<file path="config.mk">
export PLATFORM = sky130hd
export DESIGN_NAME = dec_merge_arb
export DESIGN_NICKNAME = d
export VERILOG_FILES = /design/src/rtl/dec_merge_pkg.sv /design/src/rtl/dec_row_pack.sv /design/src/rtl/dec_merge_fsm.sv /design/src/rtl/dec_merge_arb.sv
export SDC_FILE = /design/constraint.sdc
export NUM_CORES = 1
export LEC_CHECK = 0
export ABC_AREA = 1
export BUFFER_PORTS_ARGS = -buffer_cell sky130_fd_sc_hd__clkbuf_2
export CAP_MARGIN = 15
export CORE_AREA = 2 2 177 179
export CTS_CLUSTER_DIAMETER = 150
export CTS_CLUSTER_SIZE = 30
export DETAILED_ROUTE_END_ITERATION = 8
export DIE_AREA = 0 0 179 181
export PLACE_DENSITY = 0.39
export SYNTH_ARGS = -nofsm -noshare
export SYNTH_HDL_FRONTEND = slang
export SYNTH_SLANG_ARGS = --single-unit
</file>
<file path="constraint.sdc">
create_clock -name clk_i -period 2.24 [get_ports clk_i]
set_clock_uncertainty 0.2 [all_clocks]
set_input_delay 0.224 -clock clk_i [delete_from_list [all_inputs] [get_ports clk_i]]
set_output_delay 0.224 -clock clk_i [all_outputs]
set_load 0.01 [all_outputs]
</file>
<file path="src/rtl/dec_merge_pkg.sv">
package dec_merge_pkg;
  localparam int ROW_W   = 70;
  localparam int OP_W    = 3;
  localparam int CID_W   = 5;
  localparam int ASIS_W  = 32;
  localparam int SITE_W  = 32;
  localparam int PATH_W  = 21;
  localparam int TTL_W   = 16;
  localparam int WGT_W   = 16;
  localparam int CRC_W   = 64;
  localparam int PAY_W   = 64;
  localparam int PAD_W   = ROW_W - OP_W - 1 - PAY_W;
  localparam int START_BIT = ROW_W - OP_W - 1;
  localparam int ROWS_MAX  = 3;
  localparam int RIDX_W    = $clog2(ROWS_MAX + 1);
  localparam int NUM_DEC   = 2;

  typedef enum logic [OP_W-1:0] {
    OP_NOP        = 3'd0,
    OP_SEARCH     = 3'd1,
    OP_SET_ATTR   = 3'd2,
    OP_DELETE     = 3'd3,
    OP_COUNT_FREE = 3'd4,
    OP_INIT       = 3'd5
  } op_e;

  // bit0 = writing, bit1 = decoder 1 owns the turn
  typedef enum logic [1:0] {
    ST_IDLE0 = 2'b00,
    ST_WR0   = 2'b01,
    ST_IDLE1 = 2'b10,
    ST_WR1   = 2'b11
  } arb_st_e;

  typedef struct packed {
    logic [CID_W-1:0]  cid;
    logic [ASIS_W-1:0] asis;
    logic [SITE_W-1:0] site;
    logic [PATH_W-1:0] path;
    logic [TTL_W-1:0]  ttl;
    logic [WGT_W-1:0]  weight;
    logic [CRC_W-1:0]  crc;
  } fields_t;
endpackage

</file>
<file path="src/rtl/dec_row_pack.sv">
module dec_row_pack
  import dec_merge_pkg::*;
(
  input  logic [OP_W-1:0]   op_i,
  input  fields_t           fld_i,
  input  logic [RIDX_W-1:0] row_idx_i,
  output logic [ROW_W-1:0]  row_o,
  output logic              last_row_o
);
  logic [PAY_W-1:0]  payload;
  logic [RIDX_W-1:0] n_rows;

  always_comb begin
    payload = '0;
    n_rows  = RIDX_W'(1);
    case (op_i)
      OP_SEARCH: begin
        n_rows = RIDX_W'(3);
        case (row_idx_i)
          RIDX_W'(0): payload = PAY_W'({fld_i.cid, fld_i.site});
          RIDX_W'(1): payload = fld_i.crc;
          default:    payload = PAY_W'(fld_i.asis);
        endcase
      end
      OP_SET_ATTR: begin
        n_rows = RIDX_W'(2);
        if (row_idx_i == '0)
          payload = PAY_W'({fld_i.cid, fld_i.path, fld_i.ttl, fld_i.weight});
        else
          payload = PAY_W'(fld_i.asis);
      end
      OP_DELETE: payload = PAY_W'({fld_i.cid, fld_i.asis, fld_i.path});
      default:   payload = PAY_W'({fld_i.cid, fld_i.asis});
    endcase
  end

  assign row_o      = {op_i, (row_idx_i == '0), {PAD_W{1'b0}}, payload};
  assign last_row_o = (row_idx_i == n_rows - RIDX_W'(1));
endmodule

</file>
<file path="src/rtl/dec_merge_fsm.sv">
module dec_merge_fsm
  import dec_merge_pkg::*;
(
  input  logic               clk_i,
  input  logic               rst_ni,
  input  logic [NUM_DEC-1:0] rdy_i,
  input  logic               fifo_full_i,
  input  logic               last_row_i,
  output logic               sel_o,
  output logic               wr_o,
  output logic [NUM_DEC-1:0] pop_o,
  output logic [RIDX_W-1:0]  row_idx_o
);
  arb_st_e st_q, st_d;
  logic    done;

  assign sel_o = st_q[1];
  assign wr_o  = st_q[0] & ~fifo_full_i;
  assign done  = wr_o & last_row_i;

  always_comb begin
    pop_o        = '0;
    pop_o[sel_o] = done;
  end

  always_comb begin
    st_d = st_q;
    unique case (st_q)
      ST_IDLE0: if (rdy_i[0] && !fifo_full_i) st_d = ST_WR0;
                else if (!rdy_i[0])           st_d = ST_IDLE1;
      ST_WR0:   if (done)                     st_d = ST_IDLE1;
      ST_IDLE1: if (rdy_i[1] && !fifo_full_i) st_d = ST_WR1;
                else if (!rdy_i[1])           st_d = ST_IDLE0;
      ST_WR1:   if (done)                     st_d = ST_IDLE0;
    endcase
  end

  always_ff @(posedge clk_i or negedge rst_ni) begin
    if (!rst_ni) begin
      st_q      <= ST_IDLE0;
      row_idx_o <= '0;
    end else begin
      st_q <= st_d;
      if (done)      row_idx_o <= '0;
      else if (wr_o) row_idx_o <= row_idx_o + RIDX_W'(1);
    end
  end


  no_overflow_chk: assert property (@(posedge clk_i) disable iff (!rst_ni)
    fifo_full_i |-> !wr_o);

  stall_hold_chk: assert property (@(posedge clk_i) disable iff (!rst_ni)
    (st_q[0] && fifo_full_i) |=> ($stable(sel_o) && $stable(row_idx_o) && st_q[0]));

  pop_onehot_chk: assert property (@(posedge clk_i) disable iff (!rst_ni)
    $onehot0(pop_o) && ((pop_o != '0) -> wr_o));

  turn_pass0_chk: assert property (@(posedge clk_i) disable iff (!rst_ni)
    pop_o[0] |=> st_q == ST_IDLE1);

  turn_pass1_chk: assert property (@(posedge clk_i) disable iff (!rst_ni)
    pop_o[1] |=> st_q == ST_IDLE0);

  skip_turn_chk: assert property (@(posedge clk_i) disable iff (!rst_ni)
    (st_q == ST_IDLE0 && !rdy_i[0]) |=> st_q == ST_IDLE1);

  wait_full_chk: assert property (@(posedge clk_i) disable iff (!rst_ni)
    (st_q == ST_IDLE0 && rdy_i[0] && fifo_full_i) |=> st_q == ST_IDLE0);
endmodule

</file>
<file path="src/rtl/dec_merge_arb.sv">
module dec_merge_arb
  import dec_merge_pkg::*;
(
  input  logic                           clk_i,
  input  logic                           rst_ni,
  input  logic [NUM_DEC-1:0]             dec_rdy_i,
  input  logic [NUM_DEC-1:0][OP_W-1:0]   dec_op_i,
  input  logic [NUM_DEC-1:0][CID_W-1:0]  dec_cid_i,
  input  logic [NUM_DEC-1:0][ASIS_W-1:0] dec_asis_i,
  input  logic [NUM_DEC-1:0][SITE_W-1:0] dec_site_i,
  input  logic [NUM_DEC-1:0][PATH_W-1:0] dec_path_i,
  input  logic [NUM_DEC-1:0][TTL_W-1:0]  dec_ttl_i,
  input  logic [NUM_DEC-1:0][WGT_W-1:0]  dec_weight_i,
  input  logic [NUM_DEC-1:0][CRC_W-1:0]  dec_crc_i,
  output logic [NUM_DEC-1:0]             dec_pop_o,
  input  logic                           fifo_full_i,
  output logic                           fifo_wr_o,
  output logic [ROW_W-1:0]               fifo_row_o
);
  fields_t           fld [NUM_DEC];
  logic              sel;
  logic              last_row;
  logic [RIDX_W-1:0] row_idx;

  for (genvar d = 0; d < NUM_DEC; d++) begin : g_fld
    assign fld[d] = '{cid: dec_cid_i[d], asis: dec_asis_i[d], site: dec_site_i[d],
                      path: dec_path_i[d], ttl: dec_ttl_i[d], weight: dec_weight_i[d],
                      crc: dec_crc_i[d]};
  end

  dec_merge_fsm i_fsm (
    .clk_i       (clk_i),
    .rst_ni      (rst_ni),
    .rdy_i       (dec_rdy_i),
    .fifo_full_i (fifo_full_i),
    .last_row_i  (last_row),
    .sel_o       (sel),
    .wr_o        (fifo_wr_o),
    .pop_o       (dec_pop_o),
    .row_idx_o   (row_idx)
  );

  dec_row_pack i_pack (
    .op_i       (dec_op_i[sel]),
    .fld_i      (fld[sel]),
    .row_idx_i  (row_idx),
    .row_o      (fifo_row_o),
    .last_row_o (last_row)
  );

  // instruction-boundary tracking for checks only
  logic            mid_instr_q;
  logic [OP_W-1:0] tag_q;
  always_ff @(posedge clk_i or negedge rst_ni) begin
    if (!rst_ni) begin
      mid_instr_q <= 1'b0;
      tag_q       <= '0;
    end else if (fifo_wr_o) begin
      mid_instr_q <= (dec_pop_o == '0);
      tag_q       <= fifo_row_o[ROW_W-1 -: OP_W];
    end
  end


  start_flag_chk: assert property (@(posedge clk_i) disable iff (!rst_ni)
    fifo_wr_o |-> (fifo_row_o[START_BIT] == !mid_instr_q));

  tag_const_chk: assert property (@(posedge clk_i) disable iff (!rst_ni)
    (fifo_wr_o && mid_instr_q) |-> (fifo_row_o[ROW_W-1 -: OP_W] == tag_q));

  pad_zero_chk: assert property (@(posedge clk_i) disable iff (!rst_ni)
    fifo_wr_o |-> (fifo_row_o[START_BIT-1 -: PAD_W] == '0));
endmodule

</file>
* After elaboration in Yosys (flattened, before gate mapping) *
Cells that the tools add are included.

word-level totals
  register bits = 4
  input bits = 383
  output and inout bits = 73
  logic and storage cells = 52

operators by class
  add/sub/neg operators = 2
  order comparisons = 3
  equality and inequality tests = 12
  muxes and demuxes = 20
  bitwise logic cells = 5
  reductions and logical operators = 8

operator list
  operator                                                                      count
  186-bit two-way mux                                                           3
  64-bit one-hot mux with 3 select lines                                        1
  64-bit one-hot mux with 2 select lines                                        1
  58-bit two-way mux                                                            1
  2-bit two-way mux                                                             8
  2-bit one-hot mux with 4 select lines                                         1
  3-bit by 2-bit == test with 1-bit output, second input constant               2
  3-bit two-way mux                                                             2
  3-bit by 2-bit != test with 1-bit output, second input constant               2
  2-bit by 1-bit == test with 1-bit output, second input constant               2
  2-bit == test, second input constant                                          2
  2-bit logical NOT                                                             2
  2-bit by 1-bit != test with 1-bit output, second input constant               2
  2-bit one-hot mux with 2 select lines                                         1
  4-bit AND reduction                                                           1
  3-bit by 1-bit == test with 1-bit output, second input constant               1
  1-bit logical AND                                                             3
  2-bit by 1-bit adder with 2-bit output, second input constant                 1
  1-bit bitwise AND                                                             2
  2-bit bitwise AND                                                             1
  2-bit == test                                                                 1
  2-bit greater-or-equal comparator, second input constant                      1
  1-bit by 2-bit less-than comparator with 1-bit output, second input constant  1
  1-bit inverter with 2-bit output                                              1
  7 further kinds                                                               7

* Longest topological paths before layout *
  depth after elaboration = 9
  mapped depth = 12
  gate-level depth less buffers = 12

* By module *
A second synthesis with hierarchy kept.

unflattened totals
  cell total of the unflattened synthesis = 1303
  area, all modules = 5529.1 um^2

modules (own cells, without submodules)
  module         instances  cells an instance  area each (um^2)
  dec_row_pack   1          650                2839.0
  dec_merge_arb  1          609                2419.8
  dec_merge_fsm  1          44                 270.3

* Least setup slack after synthesis *
No wires, ideal clock.

  path type = reg2out
  from = reg i_fsm.row_idx_o[0]
  to = out fifo_row_o[28]
  data arrival time = 1773 ps
  slack = 43 ps
  cell stages (with the launch flop) = 10
  buffers on the path = 2
  cell sequence = dfrtp_1 -> inv_1 -> ha_1 -> inv_1 -> buf_2 -> nand2_2 -> buf_2 -> nor2_1 -> o21ai_0 -> o2111ai_1

on the way
  longest elaborated chain between the ends = 3
  elaborated cells between the ends (all ways) = 5
  those cells by class = eq/ne: 1; mux: 3; reduce/logical: 1

RTL lines
  what                                                                                 line                                    text
  start: declaration                                                                   dec_merge_fsm.sv:12                     output logic [RIDX_W-1:0] row_idx_o
  start signal: assignment                                                             dec_merge_fsm.sv:45                     else if (wr_o) row_idx_o <= row_idx_o + RIDX_W'(1);
  2-bit logical NOT *                                                                  n/a
  net fifo_row_o[66]                                                                   dec_merge_arb.sv:18                     output logic [ROW_W-1:0] fifo_row_o
  64-bit one-hot mux with 2 select lines / 58-bit two-way mux (equally long branches)  dec_row_pack.sv:19, dec_row_pack.sv:27
  64-bit one-hot mux with 3 select lines *                                             dec_row_pack.sv:16                      case (op_i)
  end: declaration                                                                     dec_merge_arb.sv:18

The timed path passes the listed nets; every way through them passes the cells marked *.

* Worst setup path after layout *
  from = reg i_fsm.st_q[1]
  to = out fifo_row_o[37]

on the way
  longest elaborated chain between the ends = 6
  elaborated cells between the ends (all ways) = 12
  those cells by class = eq/ne: 3; mux: 8; bitwise: 1

RTL lines
  what                                                                                 line                                    text
  start: declaration                                                                   dec_merge_fsm.sv:14                     arb_st_e st_q, st_d;
  start signal: assignment                                                             dec_merge_fsm.sv:43                     st_q <= st_d;
  1-bit inverter with 2-bit output (not written as such)                               dec_merge_arb.sv:45                     .fld_i (fld[sel]),
  186-bit two-way mux (not written as such) (3 in series)                              dec_merge_arb.sv:45
  64-bit one-hot mux with 2 select lines / 58-bit two-way mux (equally long branches)  dec_row_pack.sv:19, dec_row_pack.sv:27
  64-bit one-hot mux with 3 select lines *                                             dec_row_pack.sv:16

Every way passes the cells marked *; elsewhere a longest branch is shown, timed or not. The select of a mux whose other input is x is not followed.

==> key figures <==
Status
  – Outcome: finished with violations
  – Failing checks: setup timing

Place
  – Port-buffer cells: 453
  – Detailed placement HPWL: 27.3 mm
  – GPL Wtd Cong: 0.890
  – Inst Count DP: 1726
  – DP Worst Slack: -0.131 ns

Clock network
  – Clock root cell: clkbuf_16
  – CTS tree: built
  – CTS Buf Count: 3
  – Clock transition at the registers of the reported paths: 0.03 ns
  – CTS max path bufs: 2
  – Worst skew pair latency: 0.23 ns
  – CTS H-tree depth: 1
  – Clock Sinks: 4

Synthesis
  – EDFF count, synth: 0
  – Top FF cell, synth: dfrtp_1
  – Top cell type's share of synthesized area: 25.9%
  – Register bit total from synthesis: 4
  – Ranking of synthesized cells by area: nand2_1, nor2_1, o21ai_0
  – Mapped Cells: 872
  – Yosys top cell by area: nand2_1
  – Mean Syn Cell Area: 4.97 sq um
  – Yosys warns: 0
  – Sequential cell area fraction in the yosys report: 2.31%
  – Yosys cell types: 38
  – Synth Cell Area: 4330 sq um
  – Fraction of registers with async set/reset: 100%

Cells and area
  – Non-Filler Instances: 1782
  – # diodes: 0
  – Area of the multi-input gates: 4380 sq um
  – FF+latch area: 104 sq um
  – Synthesis-to-layout area growth: 114%
  – Fillers: 3533
  – Nets: 1772
  – Ratio of cells with drive above 1 in the final layout: 52.6%

Die
  – Die Footprint: 32400 sq um
  – Core ar.: 30300 sq um
  – Initial core utilization: 14.3%
  – # IOs: 456
  – Die height: 181 um
  – Row count: 64
  – Die X-Extent: 179 um

Pwr
  – PD cells: 1200 nW/um^2
  – Pleak: 5.05 nW
  – Overall power: 11.1 mW
  – Worst IR Drop VDD: 0.373 mV

Global route
  – Initial antenna violation count: 1
  – Met1 Use GR: 26.2%
  – Most Used Layer, Global Route: met2
  – Pin count of the biggest net entering global routing: 44
  – First-pass GRT wire length: 47.8 mm
  – Vias in the first global route: 7654
  – Gr usage total: 19.8%
  – GRT Residual Overflow: 0
  – M3 GR Usage: 1.70%
  – Met2 Resource Use GR: 35.7%

Route
  – Vias: 7877
  – Post-DRT Antenna Nets: 0
  – Initial detailed-routing violation count: 334
  – DR DRC count: 0
  – Detailed Route WL: 35.2 mm
  – Vias per cell: 4.42
  – 1st-pass router iterations: 5
  – DR WL/cell: 19.7 um

STA
  – Period minus WS final: 2.49 ns
  – Fmax: 402 MHz
  – Final hold violations: 0
  – Setup WS post-layout: -0.245 ns
  – Final worst-path cycle share: 111%
  – Slew Limit Fails: 0
  – Setup-failing EPs final: 65
  – RSZ-0062 raised after global routing: yes

Critical path
  – Critical path class: reg2out
  – Critical Path Max Stage Delay: 0.54 ns
  – Worst-path cell chain: buf_6 -> nand2_4 -> nand2_4 -> buf_6 -> nor2_8 -> buf_12 -> buf_12 -> buf_8 -> nand2_1 -> o311ai_2 -> buf_2
  – Crit end category: output pin
  – CP arrival: 2.06 ns
  – Crit-path max FO: 6
  – Critical path's slowest cell: dfrtp_4
  – CP required: 1.82 ns
  – CP Launch Type: flop

Flow run
  – # Max-Cap Violations: 0

Worst hold path
  – Worst Hold Class: in2async
final timing paths:
check                                                from                              to  slack (ns)  depth (start not counted)
setup / recovery                i_fsm.st_q[1]$_DFFE_PN0P_                  fifo_row_o[37]       -0.25                         11
hold / removal                                     rst_ni       i_fsm.st_q[0]$_DFFE_PN0P_        0.16                          2
setup reg to reg                i_fsm.st_q[1]$_DFFE_PN0P_  i_fsm.row_idx_o[1]$_DFFE_PN0P_        0.10                         13
hold reg to reg            i_fsm.row_idx_o[1]$_DFFE_PN0P_  i_fsm.row_idx_o[1]$_DFFE_PN0P_        0.42                          2
max in group asynchronous                          rst_ni       i_fsm.st_q[1]$_DFFE_PN0P_        1.51                          2
min in group clk_i                            fifo_full_i       i_fsm.st_q[0]$_DFFE_PN0P_        0.17                          4
critical path: cells and delay by family (launching register included):
family                 cells  cell delay [ns]
AO/OA/AOI/OAI              1             0.08
buffers and inverters      6             0.84
flip-flops                 1             0.54
AND/OR/NAND/NOR            4             0.37
stage by stage:
stage / utilization, % / hold slack, ns / setup TNS, ns / area (sq um)
after floorplan: - / -0.272 / 0 / 4340
after global routing: 30.6 / 0.193 / -16.27 / 9280
after global placement: 24.7 / -0.143 / -1.01 / 7500
after detailed placement: 24.7 / -0.140 / -0.959 / 7500
after CTS: 28.3 / 0.162 / -12.68 / 8590
final: 30.6 / 0.161 / -11.44 / 9280
flip-flops by register name, summed over array words and instances (netlist names):
register	flops
i_fsm.row_idx_o	2
i_fsm.st_q	2
per-layer routing:
metal | wire, um | vias up
met5 | 11 | -
met4 | 218 | 2
met3 | 2150 | 17
met2 | 17200 | 312
met1 | 15500 | 3613
li1 | - | 3933
cells in the final DEF, fill, tap and decap left out, types with 10 or more instances in the layout:
cell / synthesis / layout
nor2_1: 157 / 146
clkbuf_2: 0 / 395
o2111ai_2: 0 / 12
nand2_1: 299 / 244
o311ai_2: 0 / 11
clkbuf_16: 0 / 10
buf_2: 37 / 54
nand2_2: 6 / 37
buf_4: 7 / 60
inv_1: 53 / 50
nand4_1: 18 / 18
o21a_1: 14 / 12
buf_6: 5 / 21
o21ai_0: 100 / 75
nand2_4: 1 / 23
mux2i_1: 29 / 25
o21ai_1: 12 / 32
o22ai_1: 19 / 14
buf_12: 0 / 22
nand3_1: 13 / 12
what timing repair did:
item,CTS,global route
endpoints found under the hold margin,4,0
setup endpoints to repair,66,66
gates cloned,7,8
hold buffers,1,0
pin swaps,21,34
gates resized for setup,148,158
setup buffers,18,20
Yosys cell counts, drive strengths merged, types with 2 or more instances:
library cell and count:
buf 51, or2 4, o211ai 7, nand4 18, dfrtp 4, o22ai 19, mux2i 29, nor2 161
nand3 15, o21ai 113, a21oi 8, o32ai 5, o21a 14, nand2 306, inv 57, o21bai 4
clkbuf 18, ha 2, nor4 2, o2111ai 15, o311ai 16
area by class of cell:
class,count,area share [%]
sequential,4,1.12
clock buffer,4,0.850
tap,396,5.34
timing repair buffer,578,43.0
multi-input combinational,743,47.2
inverter,57,2.47
power breakdown:
group	switching (mW)	internal, mW	total [mW]
sequential	0.0641	0.116	0.180
clock	0.0561	0.236	0.292
combinational	6.04	4.63	10.7
cell families after synthesis:
kind of cell               Yosys count  share of synthesized area, %
AOI/OAI and AO/OA                  203                          29.5
DFF                                  4                          2.31
other                                1                        0.0865
adders and majority gates            2                         0.577
buffers and inverters              126                          13.5
muxes                               29                          6.70
and+or+nand+nor                    507                          47.4
(Power assumes the default switching activity.)
